## config.mk

```make
export PLATFORM = sky130hd
export DESIGN_NAME = ctl_link_decoder
export DESIGN_NICKNAME = d
export VERILOG_FILES = /design/src/rtl/clink_pkg.sv /design/src/rtl/clink_classify.sv /design/src/rtl/clink_addr_gen.sv /design/src/rtl/clink_seq.sv /design/src/rtl/ctl_link_decoder.sv
export SDC_FILE = /design/constraint.sdc
export NUM_CORES = 1
export LEC_CHECK = 0
export BUFFER_PORTS_ARGS = -buffer_cell sky130_fd_sc_hd__buf_2
export CAP_MARGIN = 40
export CORE_MARGIN = 2
export CORE_UTILIZATION = 52
export DETAILED_ROUTE_END_ITERATION = 12
export PLACE_DENSITY = 0.86
export SYNTH_ARGS = -nofsm -noshare
export SYNTH_HDL_FRONTEND = slang
export SYNTH_SLANG_ARGS = --single-unit
```

## constraint.sdc

```tcl
create_clock -name clk_i -period 5.3 [get_ports clk_i]
set_input_delay 1.06 -clock clk_i [delete_from_list [all_inputs] [get_ports clk_i]]
set_output_delay 1.06 -clock clk_i [all_outputs]
set_load 0.02 [all_outputs]
```

## src/rtl/clink_pkg.sv

```systemverilog
package clink_pkg;

  typedef enum logic [1:0] {
    PH_IDLE,
    PH_ISSUE,
    PH_CAPT
  } phase_e;

  typedef enum logic [2:0] {
    STP_GFT,
    STP_LF_GF,
    STP_LF_PC,
    STP_CB_LO,
    STP_CB_HI,
    STP_EV_PC,
    STP_EV_FSI
  } step_e;

  function automatic step_e first_step(logic desc);
    return desc ? STP_GFT : STP_LF_GF;
  endfunction

  function automatic logic last_step(step_e s, logic desc);
    return desc ? (s == STP_EV_FSI) : (s == STP_CB_HI);
  endfunction

  function automatic step_e next_step(step_e s);
    case (s)
      STP_GFT:   return STP_CB_LO;
      STP_LF_GF: return STP_LF_PC;
      STP_LF_PC: return STP_CB_LO;
      STP_CB_LO: return STP_CB_HI;
      STP_CB_HI: return STP_EV_PC;
      STP_EV_PC: return STP_EV_FSI;
      default:   return STP_GFT;
    endcase
  endfunction

endpackage

```

## src/rtl/clink_classify.sv

```systemverilog
module clink_classify #(
  parameter int WORD_W = 16,
  parameter int EP_W   = 5,
  localparam int IDX_W = WORD_W - EP_W - 1
) (
  input  logic [WORD_W-1:0] link_i,
  output logic              is_desc_o,
  output logic [EP_W-1:0]   ep_o,
  output logic [IDX_W-1:0]  gft_idx_o
);
  // Frame pointers are even; descriptors are odd
  assign is_desc_o = link_i[0];
  assign ep_o      = link_i[EP_W:1];
  assign gft_idx_o = link_i[WORD_W-1:EP_W+1];
endmodule

```

## src/rtl/clink_addr_gen.sv

```systemverilog
module clink_addr_gen
  import clink_pkg::*;
#(
  parameter int WORD_W = 16,
  parameter int EP_W   = 5,
  parameter int BIAS_W = 2,
  localparam int IDX_W  = WORD_W - EP_W - 1,
  localparam int EPX_W  = EP_W + BIAS_W,
  localparam int ADDR_W = 2 * WORD_W
) (
  input  step_e             step_i,
  input  logic [ADDR_W-1:0] gft_base_i,
  input  logic [ADDR_W-1:0] mds_base_i,
  input  logic [IDX_W-1:0]  gft_idx_i,
  input  logic [WORD_W-1:0] fp_i,
  input  logic [WORD_W-1:0] gf_i,
  input  logic [ADDR_W-1:0] cb_i,
  input  logic [EPX_W-1:0]  epx_i,
  output logic [ADDR_W-1:0] addr_o
);
  logic [ADDR_W-1:0] lf_addr, gf_addr, ev_addr;

  assign lf_addr = mds_base_i + ADDR_W'(fp_i);
  assign gf_addr = mds_base_i + ADDR_W'(gf_i);
  // Entry vector slots are two words wide
  assign ev_addr = cb_i + ADDR_W'({epx_i, 1'b0});

  always_comb begin
    case (step_i)
      STP_GFT:    addr_o = gft_base_i + ADDR_W'(gft_idx_i);
      STP_LF_GF:  addr_o = lf_addr;
      STP_LF_PC:  addr_o = lf_addr + ADDR_W'(1);
      STP_CB_LO:  addr_o = gf_addr;
      STP_CB_HI:  addr_o = gf_addr + ADDR_W'(1);
      STP_EV_PC:  addr_o = ev_addr;
      STP_EV_FSI: addr_o = ev_addr + ADDR_W'(1);
      default:    addr_o = '0;
    endcase
  end
endmodule

```

## src/rtl/clink_seq.sv

```systemverilog
module clink_seq
  import clink_pkg::*;
#(
  parameter int WORD_W = 16,
  parameter int EP_W   = 5,
  parameter int BIAS_W = 2,
  parameter int FSI_W  = 8,
  localparam int EPX_W = EP_W + BIAS_W,
  localparam int CB_W  = 2 * WORD_W
) (
  input  logic              clk_i,
  input  logic              rst_ni,
  input  logic              start_i,
  input  logic [WORD_W-1:0] link_i,
  input  logic              desc_i,
  input  logic [EP_W-1:0]   ep_i,
  input  logic [WORD_W-1:0] rdata_i,
  output logic              busy_o,
  output logic              req_o,
  output logic              done_o,
  output step_e             step_o,
  output logic [WORD_W-1:0] link_q_o,
  output logic              desc_q_o,
  output logic [WORD_W-1:0] gf_q_o,
  output logic [CB_W-1:0]   cb_q_o,
  output logic [WORD_W-1:0] pc_q_o,
  output logic [FSI_W-1:0]  fsi_q_o,
  output logic [EPX_W-1:0]  epx_q_o
);
  phase_e phase_q;
  step_e  step_q;
  logic   done_q;

  assign busy_o = (phase_q != PH_IDLE);
  assign req_o  = (phase_q == PH_ISSUE);
  assign done_o = done_q;
  assign step_o = step_q;

  always_ff @(posedge clk_i or negedge rst_ni) begin
    if (!rst_ni) begin
      phase_q  <= PH_IDLE;
      step_q   <= STP_GFT;
      done_q   <= 1'b0;
      link_q_o <= '0;
      desc_q_o <= 1'b0;
      gf_q_o   <= '0;
      cb_q_o   <= '0;
      pc_q_o   <= '0;
      fsi_q_o  <= '0;
      epx_q_o  <= '0;
    end else begin
      done_q <= 1'b0;
      case (phase_q)
        PH_IDLE: begin
          if (start_i) begin
            link_q_o <= link_i;
            desc_q_o <= desc_i;
            step_q   <= first_step(desc_i);
            fsi_q_o  <= '0;
            epx_q_o  <= '0;
            phase_q  <= PH_ISSUE;
          end
        end
        PH_ISSUE: phase_q <= PH_CAPT;
        PH_CAPT: begin
          case (step_q)
            STP_GFT: begin
              // Quad alignment frees two bits for the entry bias
              gf_q_o  <= {rdata_i[WORD_W-1:BIAS_W], {BIAS_W{1'b0}}};
              epx_q_o <= {rdata_i[BIAS_W-1:0], ep_i};
            end
            STP_LF_GF:  gf_q_o <= rdata_i;
            STP_LF_PC:  pc_q_o <= rdata_i;
            STP_CB_LO:  cb_q_o[WORD_W-1:0] <= rdata_i;
            STP_CB_HI:  cb_q_o[CB_W-1:WORD_W] <= rdata_i;
            STP_EV_PC:  pc_q_o <= rdata_i;
            STP_EV_FSI: fsi_q_o <= rdata_i[FSI_W-1:0];
            default: ;
          endcase
          if (last_step(step_q, desc_q_o)) begin
            phase_q <= PH_IDLE;
            done_q  <= 1'b1;
          end else begin
            step_q  <= next_step(step_q);
            phase_q <= PH_ISSUE;
          end
        end
        default: phase_q <= PH_IDLE;
      endcase
    end
  end

  assert_done_pulse_R6: assert property (@(posedge clk_i) disable iff (!rst_ni)
    done_o |=> !done_o);
  assert_done_not_busy_R6: assert property (@(posedge clk_i) disable iff (!rst_ni)
    done_o |-> !busy_o);
  assert_req_spaced_R9: assert property (@(posedge clk_i) disable iff (!rst_ni)
    req_o |=> !req_o);
  assert_req_in_op_R9: assert property (@(posedge clk_i) disable iff (!rst_ni)
    req_o |-> busy_o);
  assert_frame_steps_R5: assert property (@(posedge clk_i) disable iff (!rst_ni)
    (req_o && !desc_q_o) |-> (step_o inside {STP_LF_GF, STP_LF_PC, STP_CB_LO, STP_CB_HI}));
endmodule

```

## src/rtl/ctl_link_decoder.sv

```systemverilog
module ctl_link_decoder
  import clink_pkg::*;
#(
  parameter int WORD_W = 16,
  parameter int EP_W   = 5,
  parameter int BIAS_W = 2,
  parameter int FSI_W  = 8,
  localparam int IDX_W  = WORD_W - EP_W - 1,
  localparam int EPX_W  = EP_W + BIAS_W,
  localparam int CB_W   = 2 * WORD_W,
  localparam int ADDR_W = CB_W
) (
  input  logic              clk_i,
  input  logic              rst_ni,
  input  logic              start_i,
  input  logic [WORD_W-1:0] link_i,
  input  logic [ADDR_W-1:0] gft_base_i,
  input  logic [ADDR_W-1:0] mds_base_i,
  output logic              busy_o,
  output logic              done_o,
  output logic              is_proc_o,
  output logic [WORD_W-1:0] gf_o,
  output logic [CB_W-1:0]   cb_o,
  output logic [WORD_W-1:0] pc_o,
  output logic [FSI_W-1:0]  fsi_o,
  output logic              mem_req_o,
  output logic [ADDR_W-1:0] mem_addr_o,
  input  logic [WORD_W-1:0] mem_rdata_i
);
  logic              busy;
  logic [WORD_W-1:0] link_q, cls_link, gf_q, pc_q;
  logic [CB_W-1:0]   cb_q;
  logic [FSI_W-1:0]  fsi_q;
  logic [EPX_W-1:0]  epx_q;
  logic              desc_q, cls_desc;
  logic [EP_W-1:0]   cls_ep;
  logic [IDX_W-1:0]  cls_idx;
  step_e             step;

  // One decoder: live link when idle, latched link during the walk
  assign cls_link = busy ? link_q : link_i;

  clink_classify #(.WORD_W(WORD_W), .EP_W(EP_W)) u_cls (
    .link_i    (cls_link),
    .is_desc_o (cls_desc),
    .ep_o      (cls_ep),
    .gft_idx_o (cls_idx)
  );

  clink_seq #(.WORD_W(WORD_W), .EP_W(EP_W), .BIAS_W(BIAS_W), .FSI_W(FSI_W)) u_seq (
    .clk_i    (clk_i),
    .rst_ni   (rst_ni),
    .start_i  (start_i),
    .link_i   (link_i),
    .desc_i   (cls_desc),
    .ep_i     (cls_ep),
    .rdata_i  (mem_rdata_i),
    .busy_o   (busy),
    .req_o    (mem_req_o),
    .done_o   (done_o),
    .step_o   (step),
    .link_q_o (link_q),
    .desc_q_o (desc_q),
    .gf_q_o   (gf_q),
    .cb_q_o   (cb_q),
    .pc_q_o   (pc_q),
    .fsi_q_o  (fsi_q),
    .epx_q_o  (epx_q)
  );

  clink_addr_gen #(.WORD_W(WORD_W), .EP_W(EP_W), .BIAS_W(BIAS_W)) u_addr (
    .step_i     (step),
    .gft_base_i (gft_base_i),
    .mds_base_i (mds_base_i),
    .gft_idx_i  (cls_idx),
    .fp_i       (link_q),
    .gf_i       (gf_q),
    .cb_i       (cb_q),
    .epx_i      (epx_q),
    .addr_o     (mem_addr_o)
  );

  assign busy_o    = busy;
  assign is_proc_o = desc_q;
  assign gf_o      = gf_q;
  assign cb_o      = cb_q;
  assign pc_o      = pc_q;
  assign fsi_o     = fsi_q;

  assert_gf_aligned_R2: assert property (@(posedge clk_i) disable iff (!rst_ni)
    (done_o && is_proc_o) |-> (gf_o[BIAS_W-1:0] == '0));
  assert_fsi_zero_R5: assert property (@(posedge clk_i) disable iff (!rst_ni)
    (done_o && !is_proc_o) |-> (fsi_o == '0));
  assert_kind_held_R7: assert property (@(posedge clk_i) disable iff (!rst_ni)
    busy_o |=> $stable(is_proc_o));
endmodule

```

==> impl_metrics.yaml, run 1 <==
floorplanning:
  die_w_um: 147
  die_h_um: 147
  initial_core_util_pct: 52.9
  num_rows: 52
  core_area_um2: 20200
  die_area_um2: 21700
  ios: 207
yosys:
  synth-edff-count: 0
  synthCells: 1333
  synth-seq-cells: 102
  yosysSeqAreaShare_pct: 23.9
  synth_async_sr_flop_share_pct: 100
  syn_nets: 1486
  syn_avg_cell_area_um2: 8.01
  syn_area_um2: 10700
  ys.flop_type: "dfrtp_1"
  synth_warnings: 0
  synth_cell_types: 82
pwr:
  p_per_area_nw_per_um2: 758
  ir_worst_vdd_mv: 0.412
  p_leak_uw: 0.00652
critical_path:
  crit_type: "in2out"
  reg2reg_from: "u_seq.step_o[2]"
  cp-end-kind: "output pin"
  reg2reg_to: "u_seq.epx_q_o[3]"
  cp_slowest_cell: "or4b_4"
  ff2ff_path_depth: 6
  crit_buf_inv: 4
  worstPathRequired_ns: 4.24
  critical_path.max_stage_delay_ns: 0.59
  path_delay_family: "simple AND/OR/NAND/NOR gates"
  cpMostUsedCell: "buf_2"
  crit_arrival_ns: 4.77
  critPathMaxFanout: 7
  cp_cell_sequence: "buf_2 -> ha_1 -> buf_4 -> nand4_1 -> nor2b_1 -> o211ai_1 -> a21oi_2 -> mux2i_2 -> o211ai_2 -> or4b_4 -> nor4b_4 -> buf_6 -> nand2_2 -> or3_1 -> a31o_1 -> buf_2"
  start_kind: "primary input"
  reg2reg_slack_ns: 2.14
detailed_routing:
  postRouteWirelength_um: 45200
  wl_met1_um: 17900
  drt_iter0_markers: 1593
  dr_wl_met2_um: 20100
  drc_errors: 0
  wl_met3_um: 5510
  first_pass_iters: 6
  ant_nets: 0
  vias_per_cell: 6.45
  wl_per_cell_um: 22.7
  route.vias.total: 12900
  top_layer: "met4"
cells_and_area:
  final_util_pct: 72.4
  area_growth_pct: 36.8
  fillers: 1475
  finalInstanceArea_um2: 14600
  drive_gt1_share_pct: 38.3
  fin_nets: 1869
placement:
  io_buffers: 206
  pre_cts_slack_ns: -0.573
  dpl_cell_area_um2: 13500
  gp_congestion: 1.01
  hpwl_um: 34300
clock_network:
  cts_htree_levels: 3
  ctsLongestPathBuffers: 2
  numCtsBuffers: 9
  cts_tree: "yes"
  clock-sinks: 102
  clkSlewWorstSetupHoldPaths_ns: 0.09
  clock_latency_ns: 0.39
  cts_root_buffer: "clkbuf_16"
  ctsHoldBuffers: 0
timing:
  finalCritPeriodShare_pct: 110
  whs_ns: 0.498
  slew_headroom_pct: 37.0
  skew_ns: 0.0191
  maxSlewViolCount: 0
  grt_setup_unrepaired: "true"
  period_needed_ns: 5.83
  timing.final.ws_setup_ns: -0.526
  fmax_mhz: 172
  setup_violations: 22
  worst_slew_pin_slew_ns: 0.945
  hold_viol_final: 0
global_routing:
  grt_usage_pct: 39.7
  grt_max_degree: 63
  grt_overflow: 0
  grt_pass1_vias: 12100
  antenna_found_initial: 1
  grt_pass1_wl_um: 67100
min_path:
  hp-class: "reg2reg"
  min_to: "u_seq.epx_q_o[4]"
  hold_start: "u_seq.epx_q_o[4]"
  hold_depth: 2
job:
  maxCapViolCount: 0
status:
  status: "complete, but fails checks"
  failed_checks: "setup timing"
## sequential cells by signal (all words and copies together) (netlist names)
register and cells:
u_seq.step_o 3, u_seq.fsi_q_o 8, u_seq.done_o 1, u_seq.desc_q_o 1, u_seq.pc_q_o 16, u_seq.link_q_o 16, u_seq.phase_q 2, u_seq.cb_q_o 32
u_seq.epx_q_o 7, u_seq.gf_q_o 16
## per-stage QoR
step	power [uW]	setup TNS, ns	instances
6_report	11100	-6.56	1992
3_5_place_dp	9320	-7.39	1954
2_1_floorplan	6110	-0.354	1333
4_1_cts	10400	-4.12	1984
5_1_grt	11600	-8.57	1991
3_3_place_gp	9100	-6.07	1950
## cell usage in the layout, fill, tap and decap left out, drive strengths merged, types with 4 or more instances in the layout
cell type,n
a31oi,8
nand2,156
a21o,17
o211ai,17
clkinv,4
o31ai,7
xor2,62
nand2b,16
a221oi,7
nor2b,14
o221ai,14
o21a,7
o21bai,4
nor4,6
fa,4
and3,17
a21oi,97
mux2,89
a211oi,20
o211a,4
dfrtp,102
ha,50
o2111ai,5
nand3,39
buf,441
o21ai,106
inv,29
nor2,114
xnor2,72
or3,7
a211o,7
and2,10
mux2i,19
nand4,27
a21boi,7
o22ai,21
nor3,22
and4,6
clkbuf,9
a22oi,10
## report_power, final
group / internal [uW] / switching [uW] / total (uW)
combinational: 3730 / 5010 / 8740
clock: 331 / 373 / 705
sequential: 1160 / 463 / 1620
## cells in the mapped netlist, drive strengths merged (4+ instances only)
master	instances	area share, %
nand4	27	1.6
and3	17	1.0
a211oi	20	1.5
nor2	114	4.0
nand3	39	1.8
nand2	156	5.5
nand2b	16	0.94
o211a	4	0.38
o22ai	21	1.2
o31ai	7	0.49
a21boi	7	0.49
o2111ai	5	0.41
and4	6	0.49
buf	30	1.3
a21o	17	1.2
or3	7	0.41
inv	26	0.91
and2	10	0.59
dfrtp	102	24
ha	50	5.9
fa	4	0.75
a21oi	97	4.5
nor3	22	1.0
a221oi	7	0.57
clkbuf	39	1.4
o211ai	17	1.3
o21ai	106	5.0
mux2i	19	1.8
mux2	89	9.4
a31oi	8	0.47
nor2b	14	0.82
nor4	6	0.35
xnor2	72	5.9
xor2	62	5.1
o21bai	4	0.28
a211o	7	0.57
o21a	7	0.49
o221ai	14	1.1
a22oi	10	0.70
## worst min-delay path: stages, from the launching register on
cell	delay, ns
dfrtp_1	0.35
nand2_1	0.05
o21ai_0	0.06
## how the worst max path moves through the flow
stage / start / endpoint / cells after the start
global placement: mds_base_i[0] / mem_addr_o[29] / 17
global route: mds_base_i[9] / mem_addr_o[27] / 16
CTS: mds_base_i[0] / mem_addr_o[27] / 17
detailed placement: mds_base_i[0] / mem_addr_o[27] / 18
floorplan: mds_base_i[0] / mem_addr_o[27] / 14
finish: mds_base_i[9] / mem_addr_o[27] / 16
## logic make-up after synthesis
group / synth area share (%)
simple gates: 20.3
compound gates: 23.4
xor+xnor: 11.0
fa+ha+maj: 6.61
flops: 23.9
buf+inv: 3.67
mux: 11.2
## area by class of cell
| class | instances | area [um2] | area share [%] |
|---|---|---|---|
| multi-input cells | 1135 | 8360 | 57.3 |
| repair buffers | 441 | 2950 | 20.2 |
| flip-flops and latches | 102 | 2550 | 17.5 |
| well taps | 270 | 338 | 2.31 |
| clock buffers | 9 | 225 | 1.54 |
| inverters | 27 | 101 | 0.694 |
| clock inverters | 7 | 66.3 | 0.454 |
| diodes | 1 | 2.50 | 0.0171 |
## metal layers
metal,track usage (%),vias up
li1,-,5653
met3,7.95,163
met2,63.3,979
met4,13.8,0
met1,54.0,6061
met5,0,-
## what timing repair did
item | in CTS | in global routing
endpoints found under the setup margin | 22 | 23
buffers inserted | 14 | 10
pin swaps | 32 | 31
resized for setup | 73 | 71
Power figures use the tool's default switching activity.
==> run 2: changes to the inputs <==
--- a/config.mk
+++ b/config.mk
@@ -7,6 +7,7 @@
 export LEC_CHECK = 0
 export BUFFER_PORTS_ARGS = -buffer_cell sky130_fd_sc_hd__buf_2
 export CAP_MARGIN = 40
+export CORE_ASPECT_RATIO = 0.5
 export CORE_MARGIN = 2
 export CORE_UTILIZATION = 52
 export DETAILED_ROUTE_END_ITERATION = 12
==> run 2 against run 1 <==
- the flow still finishes with violations (setup timing)
- critical endpoint unchanged
- global-route usage rose by 6.9 points
- clock power fell by 6.0%
- utilization rose by 1.5 points
- non-clock buffer count fell by 1
- die area rose by 0.32%
- via count rose by 2.5%
- critical path type unchanged
- wire length rose by 15%
==> impl_metrics.yaml, run 2 (synthesized netlist as in run 1, its figures left out) <==
global_routing:
  busiest_layer: "met1"
  grt_max_degree: 62
  met2_usage_pct: 64.8
  grt_util_met1_pct: 65.8
  grt_usage_pct: 46.6
  met3_usage_pct: 19.3
  grt_pass1_vias: 12500
  grt_overflow: 0
  antenna_found_initial: 2
  grt_pass1_wl_um: 75600
timing:
  finalCritPeriodShare_pct: 110
  timing.final.ws_setup_ns: -0.552
  period_needed_ns: 5.85
  hold_viol_final: 0
  fmax_mhz: 171
  grt_setup_unrepaired: "true"
  skew_ns: 0.0100
  maxSlewViolCount: 0
  slew_headroom_pct: 32.0
  setup_violations: 22
  worst_slew_pin_slew_ns: 1.01
detailed_routing:
  postRouteWirelength_um: 52100
  drc_errors: 0
  wl_per_cell_um: 26.2
  first_pass_iters: 5
  drt_iter0_markers: 1993
  vias_per_cell: 6.64
  ant_nets: 0
  route.vias.total: 13200
clock_network:
  clkSlewWorstSetupHoldPaths_ns: 0.07
  cts_root_buffer: "clkbuf_16"
  cts_tree: "yes"
  numCtsBuffers: 9
  cts_htree_levels: 3
  ctsLongestPathBuffers: 2
  clock-sinks: 102
  clock_latency_ns: 0.37
pwr:
  p_leak_uw: 0.00653
  ir_worst_vdd_mv: 0.511
  p_per_area_nw_per_um2: 780
cells_and_area:
  top_register: "u_seq.cb_q_o"
  area_growth_pct: 36.9
  mostFrequentLayoutCell: "buf_4"
  fillers: 1481
  fin_cells: 1986
  layout_common_cells: "buf_4, buf_2, nand2_1, nor2_1, dfrtp_1"
  fin_nets: 1868
  finalInstanceArea_um2: 14600
  drive_gt1_share_pct: 38.5
  largest_reg_flops: 32
floorplanning:
  die_h_um: 105
  die_area_um2: 21800
  num_rows: 36
  ios: 207
  core_area_um2: 19800
  initial_core_util_pct: 54.0
  die_w_um: 207
placement:
  place_inst: 1950
  io_buffers: 206
  dpl_cell_area_um2: 13500
  pre_cts_slack_ns: -0.549
  hpwl_um: 39900
  gp_congestion: 1.08
critical_path:
  ff2ff_path_depth: 7
  crit_type: "in2out"
  start_kind: "primary input"
  critPathMaxFanout: 7
  crit_buf_inv: 5
  critical_path.max_stage_delay_ns: 0.42
  path_delay_family: "simple AND/OR/NAND/NOR gates"
  cp_cell_sequence: "buf_2 -> ha_1 -> and4_1 -> nor2b_1 -> o211ai_1 -> buf_4 -> nand2_1 -> buf_4 -> a221oi_1 -> a2111oi_0 -> a21oi_1 -> nor4b_4 -> buf_6 -> nand2_2 -> or3_1 -> a31o_1 -> buf_6"
  reg2reg_from: "u_seq.step_o[1]"
  cp_slowest_cell: "a2111oi_0"
  crit_arrival_ns: 4.79
  cp-end-kind: "output pin"
  reg2reg_to: "u_seq.epx_q_o[4]"
  worstPathRequired_ns: 4.24
  reg2reg_slack_ns: 1.36
min_path:
  hold_start: "u_seq.pc_q_o[5]"
  min_to: "u_seq.pc_q_o[5]"
  hold_depth: 1
  hp-class: "reg2reg"
job:
  maxCapViolCount: 0
status:
  failed_checks: "setup timing"
  status: "complete, but fails checks"
## run 2: changes by cell type in the layout (fill, tap and decap cells not counted), sizes merged
cell	delta
clkbuf	+1
buf	-2
inv	+1
clkinv	-1
clkinvlp	-1
## run 2: through the flow
stage                     setup TNS [ns]  total power (uW)  hold WS (ns)  util [%]
after floorplan                   -0.354              6110         0.453         -
after global placement             -7.67              9420         0.462      68.2
after detailed placement           -8.92              9640         0.465      68.4
after CTS                          -5.46             10700         0.506      71.8
after global routing               -9.07             11800         0.514      73.9
final                              -7.80             11400         0.507      73.9
## run 2: how the worst max path moves through the flow
| stage | slack, ns | start | cells past startpoint | to |
|---|---|---|---|---|
| after detailed placement | -0.55 | mds_base_i[0] | 19 | mem_addr_o[11] |
| after global routing | -0.58 | mds_base_i[15] | 17 | mem_addr_o[27] |
| final | -0.55 | mds_base_i[15] | 17 | mem_addr_o[27] |
| after CTS | -0.38 | mds_base_i[0] | 17 | mem_addr_o[30] |
| after global placement | -0.46 | mds_base_i[0] | 19 | mem_addr_o[11] |
| after floorplan | -0.11 | mds_base_i[0] | 14 | mem_addr_o[27] |
## run 2: where the power goes
part	leakage [uW]	internal [uW]	total [uW]	switching [uW]
logic	0.00515	3710	9050	5330
clock network	0.000137	325	663	337
registers	0.00124	1160	1690	529
total	0.00653	5200	11400	6200
## run 2: layout make-up
cell class	instances	area, um2	area share [%]
inverters	27	101	0.694
multi-input cells	1135	8360	57.2
flip-flops and latches	102	2550	17.5
well taps	266	333	2.28
clock inverters	6	52.6	0.360
repair buffers	440	2990	20.4
diodes	1	2.50	0.0171
clock buffers	9	225	1.54
## run 2: layer usage
layer  up-vias  part of all wire, %
met5         -                0.025
met4         2                  3.2
met3       174                   17
met2      1077                   39
met1      6269                   41
li1       5658                    -
## run 2: worst reg2reg max path, delay by kind of cell, from the launching register on
kind / cells / cell delay, ns
AO/OA/AOI/OAI: 2 / 1.05
flip-flops: 1 / 0.73
AND/OR/NAND/NOR: 2 / 0.81
buffers and inverters: 3 / 1.17
## run 2: repair_timing
item	CTS	global route
resized for setup	76	78
hold buffers	0	0
endpoints found under the setup margin	24	24
setup buffers	11	11
pin swaps	35	39
==> run 3: changes to the inputs <==
--- a/config.mk
+++ b/config.mk
@@ -11,7 +11,8 @@
 export CORE_MARGIN = 2
 export CORE_UTILIZATION = 52
 export DETAILED_ROUTE_END_ITERATION = 12
-export PLACE_DENSITY = 0.86
+export PLACE_DENSITY = 0.85
 export SYNTH_ARGS = -nofsm -noshare
 export SYNTH_HDL_FRONTEND = slang
+export SYNTH_HIERARCHICAL = 1
 export SYNTH_SLANG_ARGS = --single-unit
==> run 3 against run 2 <==
- the flow still finishes with violations (setup timing)
- wire length up 1.6%
- die area up 4.4%
- combinational power down 3.1%
- non-clock buffer count up 30
- highest routed layer unchanged
==> impl_metrics.yaml, run 3 <==
yosys:
  yosysSeqAreaShare_pct: 22.9
  yosysTopAreaCellShare_pct: 22.9
  synth_async_sr_flop_share_pct: 100
  synth_top_area_cell: "dfrtp_1"
  synth_cell_types: 92
  synth-seq-cells: 102
  synth.area.top_cells: "dfrtp_1, mux2_2, xnor2_1, ha_1, xor2_1"
  syn_area_um2: 11200
  synth_warnings: 6
  synthCells: 1343
  ys.flop_type: "dfrtp_1"
  syn_avg_cell_area_um2: 8.31
  syn_nets: 1496
  ys_top_cells_by_count: "nand2_1, dfrtp_1, nor2_1"
  yosysMostFrequentCell: "nand2_1"
  synth-edff-count: 0
clock_network:
  ctsHoldBuffers: 0
  ctsLongestPathBuffers: 2
  cts_htree_levels: 3
  clkSlewWorstSetupHoldPaths_ns: 0.08
  clock_latency_ns: 0.36
  clock-sinks: 102
  cts_root_buffer: "clkbuf_16"
  cts_tree: "yes"
  numCtsBuffers: 9
detailed_routing:
  route.vias.total: 13500
  postRouteWirelength_um: 52900
  vias_per_cell: 6.68
  drt_iter0_markers: 1987
  drc_errors: 0
  wl_per_cell_um: 26.2
  first_pass_iters: 6
  ant_nets: 0
critical_path:
  cpMostUsedCell: "buf_6"
  crit_type: "in2out"
  critical_path.max_stage_delay_ns: 0.42
  cp_slowest_cell: "o31ai_1"
  cp-end-kind: "output pin"
  start_kind: "primary input"
  cp_cell_sequence: "buf_6 -> buf_6 -> ha_4 -> a21o_1 -> nand3_2 -> a211oi_2 -> nor4_1 -> o31ai_1 -> buf_4 -> o31ai_1 -> a211o_1 -> nand4b_4 -> nor3_4 -> nand2_1 -> xnor2_1 -> a221o_1 -> buf_6"
  path_delay_family: "compound AO/OA/AOI/OAI gates"
  worstPathRequired_ns: 4.24
  critPathMaxFanout: 4
  crit_buf_inv: 4
  crit_arrival_ns: 4.54
placement:
  hpwl_um: 40000
  io_buffers: 206
  dpl_cell_area_um2: 13900
  gp_congestion: 1.02
timing:
  fmax_mhz: 179
  maxSlewViolCount: 0
  grt_setup_unrepaired: "true"
  finalCritPeriodShare_pct: 106
  setup_violations: 15
  worst_slew_pin_slew_ns: 0.943
  skew_ns: 0.0109
  hold_viol_final: 0
  period_needed_ns: 5.60
  timing.final.ws_setup_ns: -0.299
  slew_headroom_pct: 37.1
cells_and_area:
  drive_gt1_share_pct: 40.4
  fin_nets: 1890
  seq_area_um2: 2560
  mostFrequentLayoutCell: "buf_4"
  multi_input_area_um2: 8710
  largest_reg_flops: 32
  layout_common_cells: "buf_4, buf_2, nand2_1, dfrtp_1, nor2_1"
  area_growth_pct: 36.1
  fillers: 1490
  top_register: "u_seq/cb_q_o"
  final_util_pct: 73.0
  finalInstanceArea_um2: 15200
pwr:
  seq_power_share_pct: 14.8
  swShare_pct: 53.4
  ir_worst_vdd_mv: 0.455
  power_switching_uw: 5920
  clkPwrFrac_pct: 6.1
  pwr-share-comb_pct: 79.1
  p_leak_uw: 0.00671
  p_per_area_nw_per_um2: 730
  p_int_uw: 5170
global_routing:
  grt_usage_pct: 45.3
  grt_overflow: 0
  antenna_found_initial: 3
  grt_max_degree: 63
  grt_pass1_wl_um: 76500
  grt_pass1_vias: 12500
floorplanning:
  num_rows: 37
  die_area_um2: 22700
  ios: 207
  die_w_um: 211
  die_h_um: 108
  initial_core_util_pct: 53.7
  core_area_um2: 20800
status:
  failed_checks: "setup timing"
  status: "complete, but fails checks"
min_path:
  hp-class: "reg2reg"
job:
  maxCapViolCount: 0
run 3: logic make-up after synthesis:
family / synth area share, %
simple gates: 19.4
mux: 9.20
flops: 22.9
xor+xnor: 10.5
fa+ha+maj: 6.33
buf+inv: 5.23
compound gates: 26.4
run 3: stage by stage:
step	TNS, ns	instances	worst slack, ns	hold WS [ns]	total power (uW)
after floorplan	-0.0238	1343	-0.0238	0.492	5950
final	-3.26	2018	-0.299	0.539	11100
after global placement	-4.20	1969	-0.363	0.504	9090
after detailed placement	-5.75	1972	-0.415	0.514	9290
after global routing	-5.18	2015	-0.385	0.565	11500
after CTS	-1.35	2006	-0.170	0.541	10300
run 3: worst paths after layout:
kind                                        from                  to  slack [ns]  cells after the start
worst min-delay path            u_seq/fsi_q_o[1]    u_seq/fsi_q_o[1]        0.54                      1
worst min register to register  u_seq/fsi_q_o[1]    u_seq/fsi_q_o[1]        0.54                      1
worst max-delay path               mds_base_i[1]      mem_addr_o[26]       -0.30                     17
worst max register to register   u_seq/step_o[1]    u_seq/cb_q_o[29]        2.26                      5
min in group asynchronous                 rst_ni    u_seq/epx_q_o[2]        0.71                      1
max in group asynchronous                 rst_ni  u_seq/link_q_o[12]        3.44                      2
run 3: cell type report:
class                      count  share of cell area, %
multi-input combinational   1125                   57.4
clock buffer                   9                   1.48
inverter                      29                  0.717
sequential                   102                   16.8
clock inverter                 7                  0.445
timing repair buffer         470                   20.8
antenna                        3                 0.0495
tap                          273                   2.25
run 3: power by group through the flow:
stage          clock network (uW)  registers, uW  logic [uW]
5_1_grt                       705           1670        9140
2_1_floorplan                   0           1740        4210
3_5_place_dp                    0           1590        7700
6_report                      677           1640        8770
4_1_cts                       674           1590        8050
3_3_place_gp                    0           1550        7540
run 3: worst register-to-register path, cell delays in order (launching register included):
cell	delay, ns
dfrtp_2	0.54
buf_4	0.33
buf_4	0.45
clkinv_1	0.65
nand3_2	0.55
mux2_2	0.41
run 3: layer usage:
metal / part of all wire, % / track usage [%] / vias to the layer above
li1: - / - / 5807
met1: 41 / 63.4 / 6444
met2: 39 / 62.6 / 1080
met3: 17 / 19.7 / 151
met4: 2.5 / 11.8 / 4
met5: 0.20 / 3.22 / -
run 3: timing repair:
item	4_1_cts	5_1_grt
pin swaps	47	33
resized for setup	100	71
buffers inserted	18	9
setup endpoints to repair	22	23
